===== src/rtl/hsk4_pkg.sv =====
// Package: shared state encoding for the four-phase handshake master.
// Assumes nothing beyond standard SystemVerilog enum support.
package hsk4_pkg;

    // Handshake sequencer phases
    typedef enum logic [1:0] {
        PH_IDLE  = 2'd0,   // bus released, waiting for a command
        PH_SETUP = 2'd1,   // address valid, decode interval running
        PH_REQ   = 2'd2,   // request high, waiting for acknowledge
        PH_REL   = 2'd3    // request low, waiting for acknowledge to fall
    } hsk_phase_e;

endpackage


===== src/rtl/hsk4_ack_sync.sv =====
// Module: multi-flop synchronizer for the slave acknowledge line.
// Assumes the input is asynchronous to clk. The output is delayed by STAGES
// rising edges. Synchronous active-low reset clears every stage.
module hsk4_ack_sync #(
    parameter int STAGES = 2
) (
    input  logic clk,
    input  logic rst_n,
    input  logic async_in,
    output logic sync_out
);

    logic [STAGES-1:0] chain_q;

    generate
        for (genvar g = 0; g < STAGES; g++) begin : g_stage
            if (g == 0) begin : g_first
                // First stage samples the asynchronous line
                always_ff @(posedge clk) begin
                    if (!rst_n) chain_q[0] <= 1'b0;
                    else        chain_q[0] <= async_in;
                end
            end else begin : g_next
                // Later stages let metastability settle
                always_ff @(posedge clk) begin
                    if (!rst_n) chain_q[g] <= 1'b0;
                    else        chain_q[g] <= chain_q[g-1];
                end
            end
        end
    endgenerate

    assign sync_out = chain_q[STAGES-1];

endmodule


===== src/rtl/hsk4_phase_timer.sv =====
// Module: cycle counter shared by the decode interval and the watchdog.
// Assumes the controller clears it on every phase change. It saturates
// at its top value and never wraps.
module hsk4_phase_timer #(
    parameter int CW = 8
) (
    input  logic          clk,
    input  logic          rst_n,
    input  logic          clr,
    input  logic          inc,
    output logic [CW-1:0] count
);

    localparam logic [CW-1:0] TOP = '1;

    // Count cycles within the current phase
    always_ff @(posedge clk) begin
        if (!rst_n || clr)          count <= '0;
        else if (inc && count != TOP) count <= count + 1'b1;
    end

endmodule


===== src/rtl/hsk4_bus_datapath.sv =====
// Module: bus-side registers: address, direction, write data, driver enable
// and read-data capture. Assumes load only when idle, and capture only on the
// edge where request is withdrawn.
module hsk4_bus_datapath #(
    parameter int AW = 8,
    parameter int DW = 16
) (
    input  logic          clk,
    input  logic          rst_n,
    input  logic          load,
    input  logic          ld_write,
    input  logic [AW-1:0] ld_addr,
    input  logic [DW-1:0] ld_wdata,
    input  logic          capture,
    input  logic          release_drv,
    input  logic          busy,
    input  logic [DW-1:0] rdata_in,
    output logic [AW-1:0] addr_q,
    output logic          dir_q,
    output logic [DW-1:0] wdata_q,
    output logic          oe_q,
    output logic [DW-1:0] rdata_q
);

    // Present a new command on the bus lines
    always_ff @(posedge clk) begin
        if (!rst_n) begin
            addr_q  <= '0;
            dir_q   <= 1'b0;
            wdata_q <= '0;
        end else if (load) begin
            addr_q  <= ld_addr;
            dir_q   <= ld_write;
            wdata_q <= ld_wdata;
        end
    end

    // Write driver enable: on at load for writes, off when the transfer ends
    always_ff @(posedge clk) begin
        if (!rst_n)           oe_q <= 1'b0;
        else if (load)        oe_q <= ld_write;
        else if (release_drv) oe_q <= 1'b0;
    end

    // Sample read data as request is withdrawn
    always_ff @(posedge clk) begin
        if (!rst_n)                 rdata_q <= '0;
        else if (capture && !dir_q) rdata_q <= rdata_in;
    end

    // the address is held for the whole transfer
    assert_addr_hold_R6: assert property (@(posedge clk) disable iff (!rst_n)
        (busy && $past(busy)) |-> $stable(addr_q));

    // write drivers are on for the whole write and off when idle
    assert_wdata_drive_R7: assert property (@(posedge clk) disable iff (!rst_n)
        (busy && dir_q) |-> oe_q);

    assert_idle_no_drive_R7: assert property (@(posedge clk) disable iff (!rst_n)
        !busy |-> !oe_q);

    // write data does not move while the drivers are on
    assert_wdata_stable_R7: assert property (@(posedge clk) disable iff (!rst_n)
        (oe_q && $past(oe_q)) |-> $stable(wdata_q));

endmodule


===== src/rtl/hsk4_ctrl.sv =====
// Module: four-phase sequencer. Runs decode delay, request, release and
// completion, with a watchdog on both acknowledge waits. Assumes ack_s is
// already synchronized. DECODE_CYC and WDOG_CYC must be at least 1.
module hsk4_ctrl
    import hsk4_pkg::*;
#(
    parameter int DECODE_CYC = 2,
    parameter int WDOG_CYC   = 64,
    parameter int CW         = 8
) (
    input  logic          clk,
    input  logic          rst_n,
    input  logic          start,
    input  logic          ack_s,
    input  logic [CW-1:0] count,
    output logic          cnt_clr,
    output logic          cnt_inc,
    output logic          load,
    output logic          capture,
    output logic          release_drv,
    output logic          idle,
    output logic          req_q,
    output logic          rsp_valid_q,
    output logic          rsp_err_q
);

    localparam logic [CW-1:0] DEC_LAST = CW'(DECODE_CYC - 1);
    localparam logic [CW-1:0] WD_LAST  = CW'(WDOG_CYC - 1);

    hsk_phase_e phase_q, phase_d;
    logic       finish_ok, finish_err;

    // Next phase and per-cycle strobes
    always_comb begin
        phase_d     = phase_q;
        cnt_clr     = 1'b0;
        cnt_inc     = 1'b0;
        load        = 1'b0;
        capture     = 1'b0;
        finish_ok   = 1'b0;
        finish_err  = 1'b0;
        unique case (phase_q)
            PH_IDLE: begin
                if (start) begin
                    load    = 1'b1;
                    cnt_clr = 1'b1;
                    phase_d = PH_SETUP;
                end
            end
            PH_SETUP: begin
                if (count == DEC_LAST) begin
                    cnt_clr = 1'b1;
                    phase_d = PH_REQ;
                end else begin
                    cnt_inc = 1'b1;
                end
            end
            PH_REQ: begin
                if (ack_s) begin
                    capture = 1'b1;
                    cnt_clr = 1'b1;
                    phase_d = PH_REL;
                end else if (count == WD_LAST) begin
                    finish_err = 1'b1;
                    phase_d    = PH_IDLE;
                end else begin
                    cnt_inc = 1'b1;
                end
            end
            PH_REL: begin
                if (!ack_s) begin
                    finish_ok = 1'b1;
                    phase_d   = PH_IDLE;
                end else if (count == WD_LAST) begin
                    finish_err = 1'b1;
                    phase_d    = PH_IDLE;
                end else begin
                    cnt_inc = 1'b1;
                end
            end
            default: phase_d = PH_IDLE;
        endcase
    end

    assign release_drv = finish_ok || finish_err;
    assign idle        = (phase_q == PH_IDLE);

    // Phase register and registered request line
    always_ff @(posedge clk) begin
        if (!rst_n) begin
            phase_q <= PH_IDLE;
            req_q   <= 1'b0;
        end else begin
            phase_q <= phase_d;
            req_q   <= (phase_d == PH_REQ);
        end
    end

    // Completion response pulse
    always_ff @(posedge clk) begin
        if (!rst_n) begin
            rsp_valid_q <= 1'b0;
            rsp_err_q   <= 1'b0;
        end else begin
            rsp_valid_q <= release_drv;
            rsp_err_q   <= finish_err;
        end
    end

    // no request while idle
    assert_idle_quiet_R1: assert property (@(posedge clk) disable iff (!rst_n)
        idle |-> !req_q);

    // request is withdrawn only after acknowledge or a watchdog abort
    assert_req_fall_cause_R4: assert property (@(posedge clk) disable iff (!rst_n)
        ($fell(req_q) && !rsp_valid_q) |-> $past(ack_s));

    // the response is a single-cycle pulse
    assert_rsp_pulse_R6: assert property (@(posedge clk) disable iff (!rst_n)
        rsp_valid_q |=> !rsp_valid_q);

    // the watchdog count never passes its limit while waiting
    assert_wdog_bound_R9: assert property (@(posedge clk) disable iff (!rst_n)
        (phase_q == PH_REQ || phase_q == PH_REL) |-> (count <= WD_LAST));

    // an error is only flagged together with a response
    assert_err_with_valid_R11: assert property (@(posedge clk) disable iff (!rst_n)
        rsp_err_q |-> rsp_valid_q);

endmodule


===== src/rtl/hsk4_bus_master.sv =====
// Module: top of the four-phase request/acknowledge bus master.
// Assumes the slave follows return-to-zero signalling and bus_rdata is
// stable while acknowledge is high. Synchronous active-low reset.
module hsk4_bus_master #(
    parameter int AW         = 8,
    parameter int DW         = 16,
    parameter int DECODE_CYC = 2,
    parameter int WDOG_CYC   = 64,
    parameter int SYNC_STG   = 2
) (
    input  logic          clk,
    input  logic          rst_n,
    input  logic          cmd_valid,
    input  logic          cmd_write,
    input  logic [AW-1:0] cmd_addr,
    input  logic [DW-1:0] cmd_wdata,
    output logic          cmd_ready,
    output logic [AW-1:0] bus_addr,
    output logic          bus_dir,
    output logic [DW-1:0] bus_wdata,
    output logic          bus_wdata_oe,
    output logic          bus_req,
    input  logic          bus_ack,
    input  logic [DW-1:0] bus_rdata,
    output logic          rsp_valid,
    output logic          rsp_err,
    output logic [DW-1:0] rsp_rdata
);

    localparam int CNT_MAX = (WDOG_CYC > DECODE_CYC) ? WDOG_CYC : DECODE_CYC;
    localparam int CW      = $clog2(CNT_MAX + 1);

    logic          ack_s;
    logic [CW-1:0] count;
    logic          cnt_clr, cnt_inc, load, capture, release_drv, idle;

    hsk4_ack_sync #(.STAGES(SYNC_STG)) u_sync (
        .clk      (clk),
        .rst_n    (rst_n),
        .async_in (bus_ack),
        .sync_out (ack_s)
    );

    hsk4_phase_timer #(.CW(CW)) u_timer (
        .clk   (clk),
        .rst_n (rst_n),
        .clr   (cnt_clr),
        .inc   (cnt_inc),
        .count (count)
    );

    hsk4_ctrl #(
        .DECODE_CYC (DECODE_CYC),
        .WDOG_CYC   (WDOG_CYC),
        .CW         (CW)
    ) u_ctrl (
        .clk         (clk),
        .rst_n       (rst_n),
        .start       (cmd_valid),
        .ack_s       (ack_s),
        .count       (count),
        .cnt_clr     (cnt_clr),
        .cnt_inc     (cnt_inc),
        .load        (load),
        .capture     (capture),
        .release_drv (release_drv),
        .idle        (idle),
        .req_q       (bus_req),
        .rsp_valid_q (rsp_valid),
        .rsp_err_q   (rsp_err)
    );

    hsk4_bus_datapath #(.AW(AW), .DW(DW)) u_dp (
        .clk         (clk),
        .rst_n       (rst_n),
        .load        (load),
        .ld_write    (cmd_write),
        .ld_addr     (cmd_addr),
        .ld_wdata    (cmd_wdata),
        .capture     (capture),
        .release_drv (release_drv),
        .busy        (!idle),
        .rdata_in    (bus_rdata),
        .addr_q      (bus_addr),
        .dir_q       (bus_dir),
        .wdata_q     (bus_wdata),
        .oe_q        (bus_wdata_oe),
        .rdata_q     (rsp_rdata)
    );

    assign cmd_ready = idle;

endmodule


===== config.mk =====
export PLATFORM = sky130hd
export DESIGN_NAME = hsk4_bus_master
export DESIGN_NICKNAME = d
export VERILOG_FILES = /design/src/rtl/hsk4_pkg.sv /design/src/rtl/hsk4_ack_sync.sv /design/src/rtl/hsk4_phase_timer.sv /design/src/rtl/hsk4_bus_datapath.sv /design/src/rtl/hsk4_ctrl.sv /design/src/rtl/hsk4_bus_master.sv
export SDC_FILE = /design/constraint.sdc
export NUM_CORES = 1
export LEC_CHECK = 0
export BUFFER_PORTS_ARGS = -buffer_cell sky130_fd_sc_hd__buf_2
export CORE_UTILIZATION = 33
export CTS_CLUSTER_DIAMETER = 80
export DETAILED_ROUTE_END_ITERATION = 10
export PLACE_DENSITY = 0.64
export SYNTH_ARGS = -nofsm -noshare
export SYNTH_HDL_FRONTEND = slang
export SYNTH_SLANG_ARGS = --single-unit

===== constraint.sdc =====
create_clock -name clk -period 3.15 [get_ports clk]
set_clock_uncertainty 0.1 [all_clocks]
set_input_delay 0.1575 -clock clk [delete_from_list [all_inputs] [get_ports clk]]
set_output_delay 0.1575 -clock clk [all_outputs]
set_load 0.03 [all_outputs]

==> out/qor.txt, run 1 <==
Status = finished clean
Fmax = 471 MHz
Max VDD drop = 0.239 mV
FF-to-FF Start = u_timer.count[0]$_SDFFE_PP0P_
WS Path Type = flip-flop to flip-flop
Final #Nets = 435
First-pass GRT wire length = 8020 um
CTS Sinks = 56
Critical-path top delay cell = or4_1
Die area = 6840 sq um
Worst path bufs/invs = 0
Initial Util = 0.341
Data required time of the critical path = 3300 ps
FF+latch count, synth = 56
Vias per cell = 4.57
Normalized max-slew margin = 0.371
Mapped Area = 2150 sq um
Yosys cell types = 37
Vias in the first global route = 1867
CTS tree = built
Critical path's top delay family = simple AND/OR/NAND/NOR gates
CTS Buffer Depth = 2
R2R Setup Slk = 1030 ps
Fin crit period = 2120 ps
Register area = 1120 sq um
Final setup viols = 0
CP startpoint kind = flip-flop
Crit-path max cell delay = 440 ps
Post-CTS setup buffers = 0
I/O Buffers = 90
Number of synthesized flops with an enable pin = 0
Drt drc = 0
Die Span X = 82.7 um
Vias = 2130
Fin. max-slew vios = 0
Critical-path maximum fanout = 11
Remaining global-route overflow = 0
Initial antenna violation count = 0
CTS root buffer = clkbuf_8
Gpl congestion = 0.760
Core Area = 6310 sq um
Critical path, cell by cell = ha_1, and3_1, and3_1, o32a_1, or4_1, a21oi_1
Area of the multi-input gates = 925 sq um
Leak pwr = 1.36 nW
Crit-path most repeated cell = and3_1
Clk_lat worst skew = 300 ps
Final Hold Viols = 0
Largest net degree at the start of global routing = 27
Min Hold Slack = 22.4 ps
Fillers = 593
Sequential share of the synthesized area = 0.521
CP Capture Type = flip-flop
Area growth, synth to finish = 45.5%
Routed Antenna Nets = 0
Hpwl dp = 3390 um
Worst Hold Launch = cmd_write
Average size of a mapped cell = 8.15 sq um
Unrepaired setup endpoints after global routing = false
Number of detailed-route iterations in the first pass = 4
Row cnt = 29
# Max-Cap Violations = 0
Ys Warns = 0
Tot GR Track Use = 0.153
TritonCTS Buffers = 5
Fin crit share = 0.674
Power per cell area = 474 nW/um^2
Routed WL = 5320 um
Wire length per cell = 11.4 um
Worst-path clk slew = 100 ps
Die Ht = 82.7 um
Worst setup path startpoint = u_timer.count[0]$_SDFFE_PP0P_
Final setup TNS = 0 ps
Slew @ Worst Pin = 938 ps
Num ports = 91
Ys async rst share = 0
CTS H-Tree Depth = 2
Syn_nets = 311
Hold Path Class = primary input to flip-flop
Most common flop cell mapped by yosys = dfxtp_1
Diodes inserted = 0
Gate Count Post-Synth = 264
Layout cells sized above 1 = 0.275
1st-iter DRT viols = 58
Critical Path AT = 2270 ps
-- cell families (layout without fill, tap and decap cells) --
family,count (synthesis),count (layout),share of synthesized area
flops,56,56,0.521
mux,1,1,0.00465
compound gates,59,59,0.150
simple gates,121,121,0.248
buf+inv,22,147,0.0512
xor+xnor,2,2,0.00815
fa+ha+maj,3,3,0.0163
-- Yosys cell counts, types with 3 or more instances --
library cell	instances	share of area
a21oi_1	46	0.11
nor3_1	4	0.0093
nand3_1	3	0.0070
and2_1	4	0.012
inv_1	5	0.0087
buf_2	4	0.0093
or3_1	4	0.012
o21ai_0	5	0.012
nor2_1	7	0.012
dfxtp_1	56	0.52
clkbuf_1	8	0.014
nand2_1	88	0.15
-- power by group --
part           internal (mW)  switching (mW)
clock network          0.159           0.233
logic                  0.130           0.189
registers              0.746          0.0283
total                   1.03           0.450
-- layout make-up --
class | count | share of cell area
tap | 77 | 0.0308
timing repair buffer | 133 | 0.280
clock inverter | 2 | 0.00520
sequential | 56 | 0.358
inverter | 6 | 0.00720
clock buffer | 6 | 0.0232
multi-input combinational | 186 | 0.295
-- sequential cells by signal, summed over array words and instances (netlist names), 2 cells and up --
register / cells
u_dp.rdata_q: 16
u_dp.wdata_q: 16
u_dp.addr_q: 8
u_timer.count: 7
u_ctrl.phase_q: 2
-- cell usage in the layout (no fill, tap or decap), drive strengths merged --
master,n
a21oi,46
clkinvlp,1
nand3,3
a211oi,1
mux2i,1
a41oi,1
o21a,1
clkinv,2
and3,2
o22ai,1
and2,4
and2b,1
o211ai,1
nor4,1
o32a,1
nand2,88
dfxtp,56
nand4b,1
clkbuf,6
or3,4
o31ai,2
o21ai,5
buf,92
or4,2
nand2b,1
or2,2
maj3,1
ha,2
nor3,4
nor2,7
inv,5
dlygate4sd3,41
xor2,2
or2b,1
-- worst reg2reg max path: stages (launching register included) --
cell and delay [ps]:
dfxtp_1 360, ha_1 230, and3_1 210, and3_1 180, o32a_1 410, or4_1 440
a21oi_1 150
-- routing by layer --
metal / GRT usage / up-vias / wire, um
met4: 0.0621 / 0 / 73
li1: - / 1118 / -
met5: 0 / - / 0
met3: 0.0330 / 5 / 318
met2: 0.273 / 69 / 2510
met1: 0.175 / 938 / 2420
-- through the flow --
| step | power [mW] | instance area [sq um] | util | instances | setup slack [ps] |
|---|---|---|---|---|---|
| floorplan | 0.996 | 2150 | - | 264 | 1240 |
| global placement | 1.07 | 2630 | 0.417 | 417 | 1080 |
| detailed placement | 1.07 | 2630 | 0.417 | 417 | 1050 |
| CTS | 1.50 | 3130 | 0.496 | 466 | 1030 |
| global route | 1.57 | 3130 | 0.496 | 466 | 884 |
| finish | 1.48 | 3130 | 0.496 | 466 | 1030 |
-- timing repair --
action,CTS,global route
gates resized for setup,0,0
endpoints found under the hold margin,41,0
hold buffers,41,0
-- final timing paths --
kind,to,cells past startpoint
setup / recovery,u_timer.count[5]$_SDFFE_PP0P_,6
hold reg to reg,u_sync.sync_out$_SDFF_PN0_,1
hold / removal,u_dp.dir_q$_SDFFE_PN0P_,3
setup reg to reg,u_timer.count[5]$_SDFFE_PP0P_,6
No activity file was read; power rests on OpenSTA's default activity.
==> run 2, diff against run 1 <==
--- a/config.mk
+++ b/config.mk
@@ -5,11 +5,12 @@
 export SDC_FILE = /design/constraint.sdc
 export NUM_CORES = 1
 export LEC_CHECK = 0
+export ABC_AREA = 1
 export BUFFER_PORTS_ARGS = -buffer_cell sky130_fd_sc_hd__buf_2
 export CORE_UTILIZATION = 33
 export CTS_CLUSTER_DIAMETER = 80
 export DETAILED_ROUTE_END_ITERATION = 10
-export PLACE_DENSITY = 0.64
+export PLACE_DENSITY = 0.63
 export SYNTH_ARGS = -nofsm -noshare
 export SYNTH_HDL_FRONTEND = slang
 export SYNTH_SLANG_ARGS = --single-unit
==> constraint.sdc (replaced) <==
create_clock -name clk -period 2 [get_ports clk]
set_clock_uncertainty 0.1 [all_clocks]
set_input_delay 0.1 -clock clk [delete_from_list [all_inputs] [get_ports clk]]
set_output_delay 0.1 -clock clk [all_outputs]
set_load 0.03 [all_outputs]
==> out/qor.txt, run 2 <==
Status = finished, violations left (was finished clean)
Failing checks = design-rule violations
Row cnt = 29 (unchanged)
I/O Buffers = 90 (unchanged)
Most frequent cells in the layout = buf_2, nor2_1, dfxtp_1 (was buf_2, nand2_1, dfxtp_1)
Routed WL = 5750 um (was 5320 um)
Initial antenna violation count = 0 (unchanged)
Gpl congestion = 0.814 (was 0.760)
Average size of a mapped cell = 7.83 sq um (was 8.15 sq um)
Ys async rst share = 0 (unchanged)
Crit-path max cell delay = 410 ps (was 440 ps)
Final #Nets = 462 (was 435)
Fmax = 626 MHz (was 471 MHz)
1st-iter DRT viols = 143 (was 58)
Final setup viols = 0 (unchanged)
Slew @ Worst Pin = 420 ps (was 938 ps)
Most common flop cell mapped by yosys = dfxtp_1 (unchanged)
Hold path depth = 4 (was 3)
Unrepaired setup endpoints after global routing = false (unchanged)
Register area = 1120 sq um (unchanged)
Max VDD drop = 0.323 mV (was 0.239 mV)
Number of synthesized flops with an enable pin = 0 (unchanged)
Worst Hold Launch = cmd_valid (was cmd_write)
CP Capture Type = flip-flop (unchanged)
Normalized max-slew margin = 0.720 (was 0.371)
Synth top area share = 0.501 (was 0.521)
Layout cells sized above 1 = 0.292 (was 0.275)
Hold Path Class = primary input to flip-flop (unchanged)
Vias = 2261 (was 2130)
Fillers = 610 (was 593)
Top Registers = u_dp.rdata_q (16), u_dp.wdata_q (16), u_dp.addr_q (8) (unchanged)
CTS root buffer = clkbuf_8 (unchanged)
Critical Path AT = 1740 ps (was 2270 ps)
Post_cts resized = 0 (unchanged)
Drt drc = 1 (was 0)
R2R Setup Slk = 400 ps (was 1030 ps)
Sequential share of the synthesized area = 0.501 (was 0.521)
First-pass GRT wire length = 9990 um (was 8020 um)
Routed Antenna Nets = 0 (unchanged)
Hold path endpoint = u_ctrl.req_q$_SDFF_PN0_ (was u_dp.dir_q$_SDFFE_PN0P_)
CP startpoint kind = flip-flop (unchanged)
Die area = 7120 sq um (was 6840 sq um)
Worst setup path startpoint = u_timer.count[0]$_SDFFE_PP0P_ (unchanged)
Worst-path clk slew = 100 ps (about the same)
Core Area = 6460 sq um (was 6310 sq um)
FF+latch count, synth = 56 (unchanged)
Area of the multi-input gates = 981 sq um (was 925 sq um)
Worst Reg-to-Reg Cells = 9 (was 6)
Final std cells w/o fill = 492 (was 466)
Fin crit share = 0.799 (was 0.674)
Diodes inserted = 0 (unchanged)
RR Endpoint = u_timer.count[4]$_SDFFE_PP0P_ (was u_timer.count[5]$_SDFFE_PP0P_)
Remaining global-route overflow = 0 (unchanged)
Most common cell after layout, fill and taps aside = buf_2 (unchanged)
Yosys cell types = 25 (was 37)
Number of detailed-route iterations in the first pass = 9 (was 4)
Initial Util = 0.347 (was 0.341)
Critical path, cell by cell = ha_1, nand2_1, nor2_4, nand2_2, nand2_2, nand2_4, nand2_4, nand2_1, a21oi_1 (was ha_1, and3_1, and3_1, o32a_1, or4_1, a21oi_1)
CTS tree = built (unchanged)
Num ports = 91 (unchanged)
Tot GR Track Use = 0.173 (was 0.153)
Vias in the first global route = 2213 (was 1867)
CTS H-Tree Depth = 2 (unchanged)
Fin crit period = 1600 ps (was 2120 ps)
Critical-path top delay cell = dfxtp_1 (was or4_1)
Leak pwr = 1.58 nW (was 1.36 nW)
Most frequent cell after synthesis = nor2_1 (was nand2_1)
Ys Warns = 0 (unchanged)
Cell count after placement = 442 (was 417)
Data required time of the critical path = 2140 ps (was 3300 ps)
Hpwl dp = 3630 um (was 3390 um)
Fin. max-slew vios = 0 (unchanged)
CTS Buffer Depth = 2 (unchanged)
Die Span X = 84.4 um (was 82.7 um)
Vias per cell = 4.60 (was 4.57)
Syn_nets = 333 (was 311)
TritonCTS Buffers = 5 (unchanged)
WS Path Type = flip-flop to flip-flop (unchanged)
Gate Count Post-Synth = 286 (was 264)
Power per cell area = 700 nW/um^2 (was 474 nW/um^2)
Area growth, synth to finish = 44.6% (was 45.5%)
Final Hold Viols = 0 (unchanged)
Critical-path maximum fanout = 10 (was 11)
Clk_lat worst skew = 310 ps (was 300 ps)
Area leader, netlist = dfxtp_1 (unchanged)
FF-to-FF Start = u_timer.count[0]$_SDFFE_PP0P_ (unchanged)
# Max-Cap Violations = 0 (unchanged)
CTS Sinks = 56 (unchanged)
Final setup TNS = 0 ps (unchanged)
Wire length per cell = 11.7 um (was 11.4 um)
Area contributors post-synth = dfxtp_1, nor2_1, o21ai_0, nand2_1, nor2_2 (was dfxtp_1, nand2_1, a21oi_1, clkbuf_1, nor2_1)
Largest net degree at the start of global routing = 43 (was 27)
Top post-synthesis cells by count = nor2_1, dfxtp_1, o21ai_0 (was nand2_1, dfxtp_1, a21oi_1)
Die Ht = 84.4 um (was 82.7 um)
Post-CTS setup buffers = 0 (unchanged)
Mapped Area = 2240 sq um (was 2150 sq um)
## run 2: cell count changes in the layout (fill, tap and decap cells not counted), sizes merged, moves of 4 or more
cell   before  now
a21oi      46   10
nor3        4    0
nand2      88   27
o21ai       5   42
nand4       0    5
nand3       3   14
nor2        7   97
or3         4    0
inv         5   17
## run 2: report_power, final
group | internal, mW | switching [mW]
combinational | 0.178 | 0.268
sequential | 1.17 | 0.0352
clock | 0.246 | 0.365
total | 1.60 | 0.668
## run 2: cells by family (layout without fill, tap and decap cells)
kind of cell	count (synthesis)	after routing	share of synthesized area
simple gates	144	144	0.299
flops	56	56	0.501
compound gates	52	52	0.116
buf+inv	29	158	0.0615
xor+xnor	3	3	0.0117
fa+ha+maj	2	2	0.0112
## run 2: critical path, delay by kind of cell (launching register included)
family	cells	cell delay (ps)
AOI/OAI and AO/OA	1	120
adders and majority gates	1	210
DFF	1	410
and+or+nand+nor	7	690
## run 2: cell type report
type | instances | share of cell area
multi-input cells | 201 | 0.303
clock inverters | 1 | 0.00270
well taps | 77 | 0.0298
inverters | 16 | 0.0193
clock buffers | 6 | 0.0224
flip-flops and latches | 56 | 0.346
repair buffers | 135 | 0.277
## run 2: worst max-delay path by stage
| stage | cells past startpoint | slack (ps) | endpoint |
|---|---|---|---|
| after floorplan | 6 | 470 | u_dp.wdata_q[10]$_SDFFE_PN0P_ |
| after global placement | 9 | 490 | u_timer.count[4]$_SDFFE_PP0P_ |
| after detailed placement | 9 | 420 | u_timer.count[4]$_SDFFE_PP0P_ |
| after CTS | 9 | 400 | u_timer.count[4]$_SDFFE_PP0P_ |
| after global routing | 9 | 250 | u_timer.count[5]$_SDFFE_PP0P_ |
| final | 9 | 400 | u_timer.count[4]$_SDFFE_PP0P_ |
## run 2: through the flow
stage / area, sq um / hold WS (ps) / utilization / setup WS, ps / total power [mW]
5_1_grt: 3240 / 126 / 0.501 / 252 / 2.38
3_3_place_gp: 2730 / 196 / 0.422 / 489 / 1.61
3_5_place_dp: 2730 / 204 / 0.422 / 417 / 1.61
4_1_cts: 3240 / 117 / 0.501 / 400 / 2.29
2_1_floorplan: 2240 / 97.6 / - / 469 / 1.49
6_report: 3240 / 132 / 0.501 / 402 / 2.27
## run 2: per-layer routing
metal | track usage | wire, um | vias up
met3 | 0.0364 | 255 | 7
met2 | 0.302 | 2820 | 68
li1 | - | - | 1175
met1 | 0.212 | 2590 | 1011
met4 | 0.0632 | 87 | 0
met5 | 0 | 0 | -
## run 2: timing repair
item | 4_1_cts | 5_1_grt
endpoints found under the setup margin | 0 | 0
hold buffers | 43 | 0
hold endpoints to repair | 46 | 0
==> run 3, diff against run 2 <==
==> constraint.sdc (replaced) <==
create_clock -name clk -period 1.5 [get_ports clk]
set_clock_uncertainty 0.1 [all_clocks]
set_input_delay 0.075 -clock clk [delete_from_list [all_inputs] [get_ports clk]]
set_output_delay 0.075 -clock clk [all_outputs]
set_load 0.03 [all_outputs]
==> out/qor.txt, run 3 (synthesis results as in run 2) <==
FF-to-FF Start = u_timer.count[0]$_SDFFE_PP0P_ (unchanged)
Hold Path Class = primary input to flip-flop (unchanged)
Critical path's top delay family = flip-flops (was simple AND/OR/NAND/NOR gates)
Row cnt = 29 (unchanged)
I/O Buffers = 90 (unchanged)
Post-route total power = 3.13 mW (was 2.27 mW)
# Max-Cap Violations = 0 (unchanged)
Vias per cell = 4.65 (was 4.60)
Normalized max-slew margin = 0.816 (was 0.720)
Unrepaired setup endpoints after global routing = true (was false)
Die Span X = 84.4 um (unchanged)
Finished Cell Area = 3450 sq um (was 3240 sq um)
Die area = 7120 sq um (unchanged)
Fin crit period = 1530 ps (was 1600 ps)
Placed Area = 2820 sq um (was 2730 sq um)
Worst path bufs/invs = 1 (was 0)
CP startpoint kind = flip-flop (unchanged)
First-pass GRT wire length = 9760 um (was 9990 um)
Final setup viols = 1 (was 0)
Initial Util = 0.347 (unchanged)
Clk_lat worst skew = 310 ps (about the same)
Gpl congestion = 0.815 (was 0.814)
Wire length per cell = 12.4 um (was 11.7 um)
Fmax = 653 MHz (was 626 MHz)
Most frequent cells in the layout = buf_2, nor2_1, dfxtp_1 (unchanged)
Layout cells sized above 1 = 0.348 (was 0.292)
Routed WL = 6240 um (was 5750 um)
Fillers = 617 (was 610)
Final #Nets = 474 (was 462)
Hpwl dp = 3810 um (was 3630 um)
Failing checks = design-rule violations, negative setup slack (was design-rule violations)
Core Area = 6460 sq um (unchanged)
Vias = 2349 (was 2261)
Critical-path maximum fanout = 5 (was 10)
CTS Sinks = 56 (unchanged)
Most common cell after layout, fill and taps aside = buf_2 (unchanged)
1st-iter DRT viols = 110 (was 143)
Tot GR Track Use = 0.168 (was 0.173)
Critical path, cell by cell = ha_4, nand2_4, nor2_4, buf_4, xor2_1, nand3_1, a21oi_1 (was ha_1, nand2_1, nor2_4, nand2_2, nand2_2, nand2_4, nand2_4, nand2_1, a21oi_1)
Area growth, synth to finish = 53.9% (was 44.6%)
CTS Buffer Depth = 2 (unchanged)
Core Util, Final = 0.534 (was 0.501)
Final Hold Viols = 0 (unchanged)
Drt drc = 4 (was 1)
Max VDD drop = 0.461 mV (was 0.323 mV)
Setup WS post-layout = -30.8 ps (was 402 ps)
Critical-path top delay cell = dfxtp_4 (was dfxtp_1)
Power per cell area = 908 nW/um^2 (was 700 nW/um^2)
TritonCTS Buffers = 5 (unchanged)
Worst setup path startpoint = u_timer.count[0]$_SDFFE_PP0P_ (unchanged)
Worst-path clk slew = 100 ps (about the same)
Place WS = -23.7 ps (was 417 ps)
Initial antenna violation count = 0 (unchanged)
Num ports = 91 (unchanged)
Routed Antenna Nets = 0 (unchanged)
Data required time of the critical path = 1650 ps (was 2140 ps)
Worst Hold Launch = cmd_valid (unchanged)
Critical Path AT = 1680 ps (was 1740 ps)
Leak pwr = 1.69 nW (was 1.58 nW)
Slew @ Worst Pin = 276 ps (was 420 ps)
Largest net degree at the start of global routing = 25 (was 43)
CP Capture Type = flip-flop (unchanged)
Fin crit share = 1.02 (was 0.799)
Crit-path max cell delay = 390 ps (was 410 ps)
Diodes inserted = 0 (unchanged)
Status = finished, violations left (unchanged)
CTS tree = built (unchanged)
Number of detailed-route iterations in the first pass = 7 (was 9)
Fin. max-slew vios = 0 (unchanged)
Final setup TNS = -30.8 ps (was 0 ps)
Die Ht = 84.4 um (unchanged)
CTS root buffer = clkbuf_8 (unchanged)
CTS H-Tree Depth = 2 (unchanged)
WS Path Type = flip-flop to flip-flop (unchanged)
Top Registers = u_dp.rdata_q (16), u_dp.wdata_q (16), u_dp.addr_q (8) (unchanged)
Vias in the first global route = 2230 (was 2213)
Remaining global-route overflow = 0 (unchanged)
[run 3: cell types whose count changed in the layout (fill, tap and decap cells not counted), moves of 2 or more]
cell,previous run,this run
nand2_4,3,7
dfxtp_1,56,53
buf_12,0,2
ha_1,2,0
nor2_1,83,81
buf_4,2,10
nand2_1,22,19
dfxtp_4,0,2
a21oi_1,10,7
a21oi_2,0,3
[run 3: timing repair]
item	CTS	global route
hold endpoints to repair	43	0
hold buffers	43	0
setup endpoints to repair	6	22
setup buffers	0	2
pin swaps	0	7
cloned	0	2
gates resized for setup	2	21
[run 3: final timing paths]
check / end / slack [ps] / cells past startpoint
max: u_timer.count[4]$_SDFFE_PP0P_ / -30 / 7
min: u_ctrl.req_q$_SDFF_PN0_ / 150 / 4
max reg2reg: u_timer.count[4]$_SDFFE_PP0P_ / -30 / 7
min reg2reg: u_sync.sync_out$_SDFF_PN0_ / 320 / 2
[run 3: per-layer routing]
metal  part of all wire  up-vias  global-route usage
met4              0.026        0              0.0663
met2               0.50       67               0.301
met1               0.43     1066               0.196
met5                  0        -                   0
li1                   -     1198                   -
met3              0.045       18              0.0374
[run 3: final cells by class]
cell class | instances | area, sq um | area share
clock buffer | 7 | 86.3 | 0.0250
clock inverter | 1 | 7.51 | 0.00218
tap | 77 | 96.3 | 0.0279
inverter | 16 | 62.6 | 0.0181
multi-input combinational | 203 | 1070 | 0.310
sequential | 56 | 1130 | 0.328
timing repair buffer | 145 | 996 | 0.289
[run 3: worst reg2reg max path: cells and delay by family (launching register included)]
kind,cells,cell delay (ps)
buf+inv,1,160
xor+xnor,1,160
fa+ha+maj,1,150
flops,1,390
compound gates,1,140
simple gates,3,370
[run 3: per-stage QoR]
step,hold slack (ps),cells
5_1_grt,206,505
3_5_place_dp,161,450
4_1_cts,132,501
3_3_place_gp,158,450
6_report,147,505
2_1_floorplan,72.6,286
[run 3: where the power goes]
| group | switching (mW) | internal, mW | total, mW |
|---|---|---|---|
| combinational | 0.375 | 0.264 | 0.639 |
| sequential | 0.0516 | 1.56 | 1.62 |
| clock | 0.496 | 0.377 | 0.873 |
| total | 0.923 | 2.21 | 3.13 |
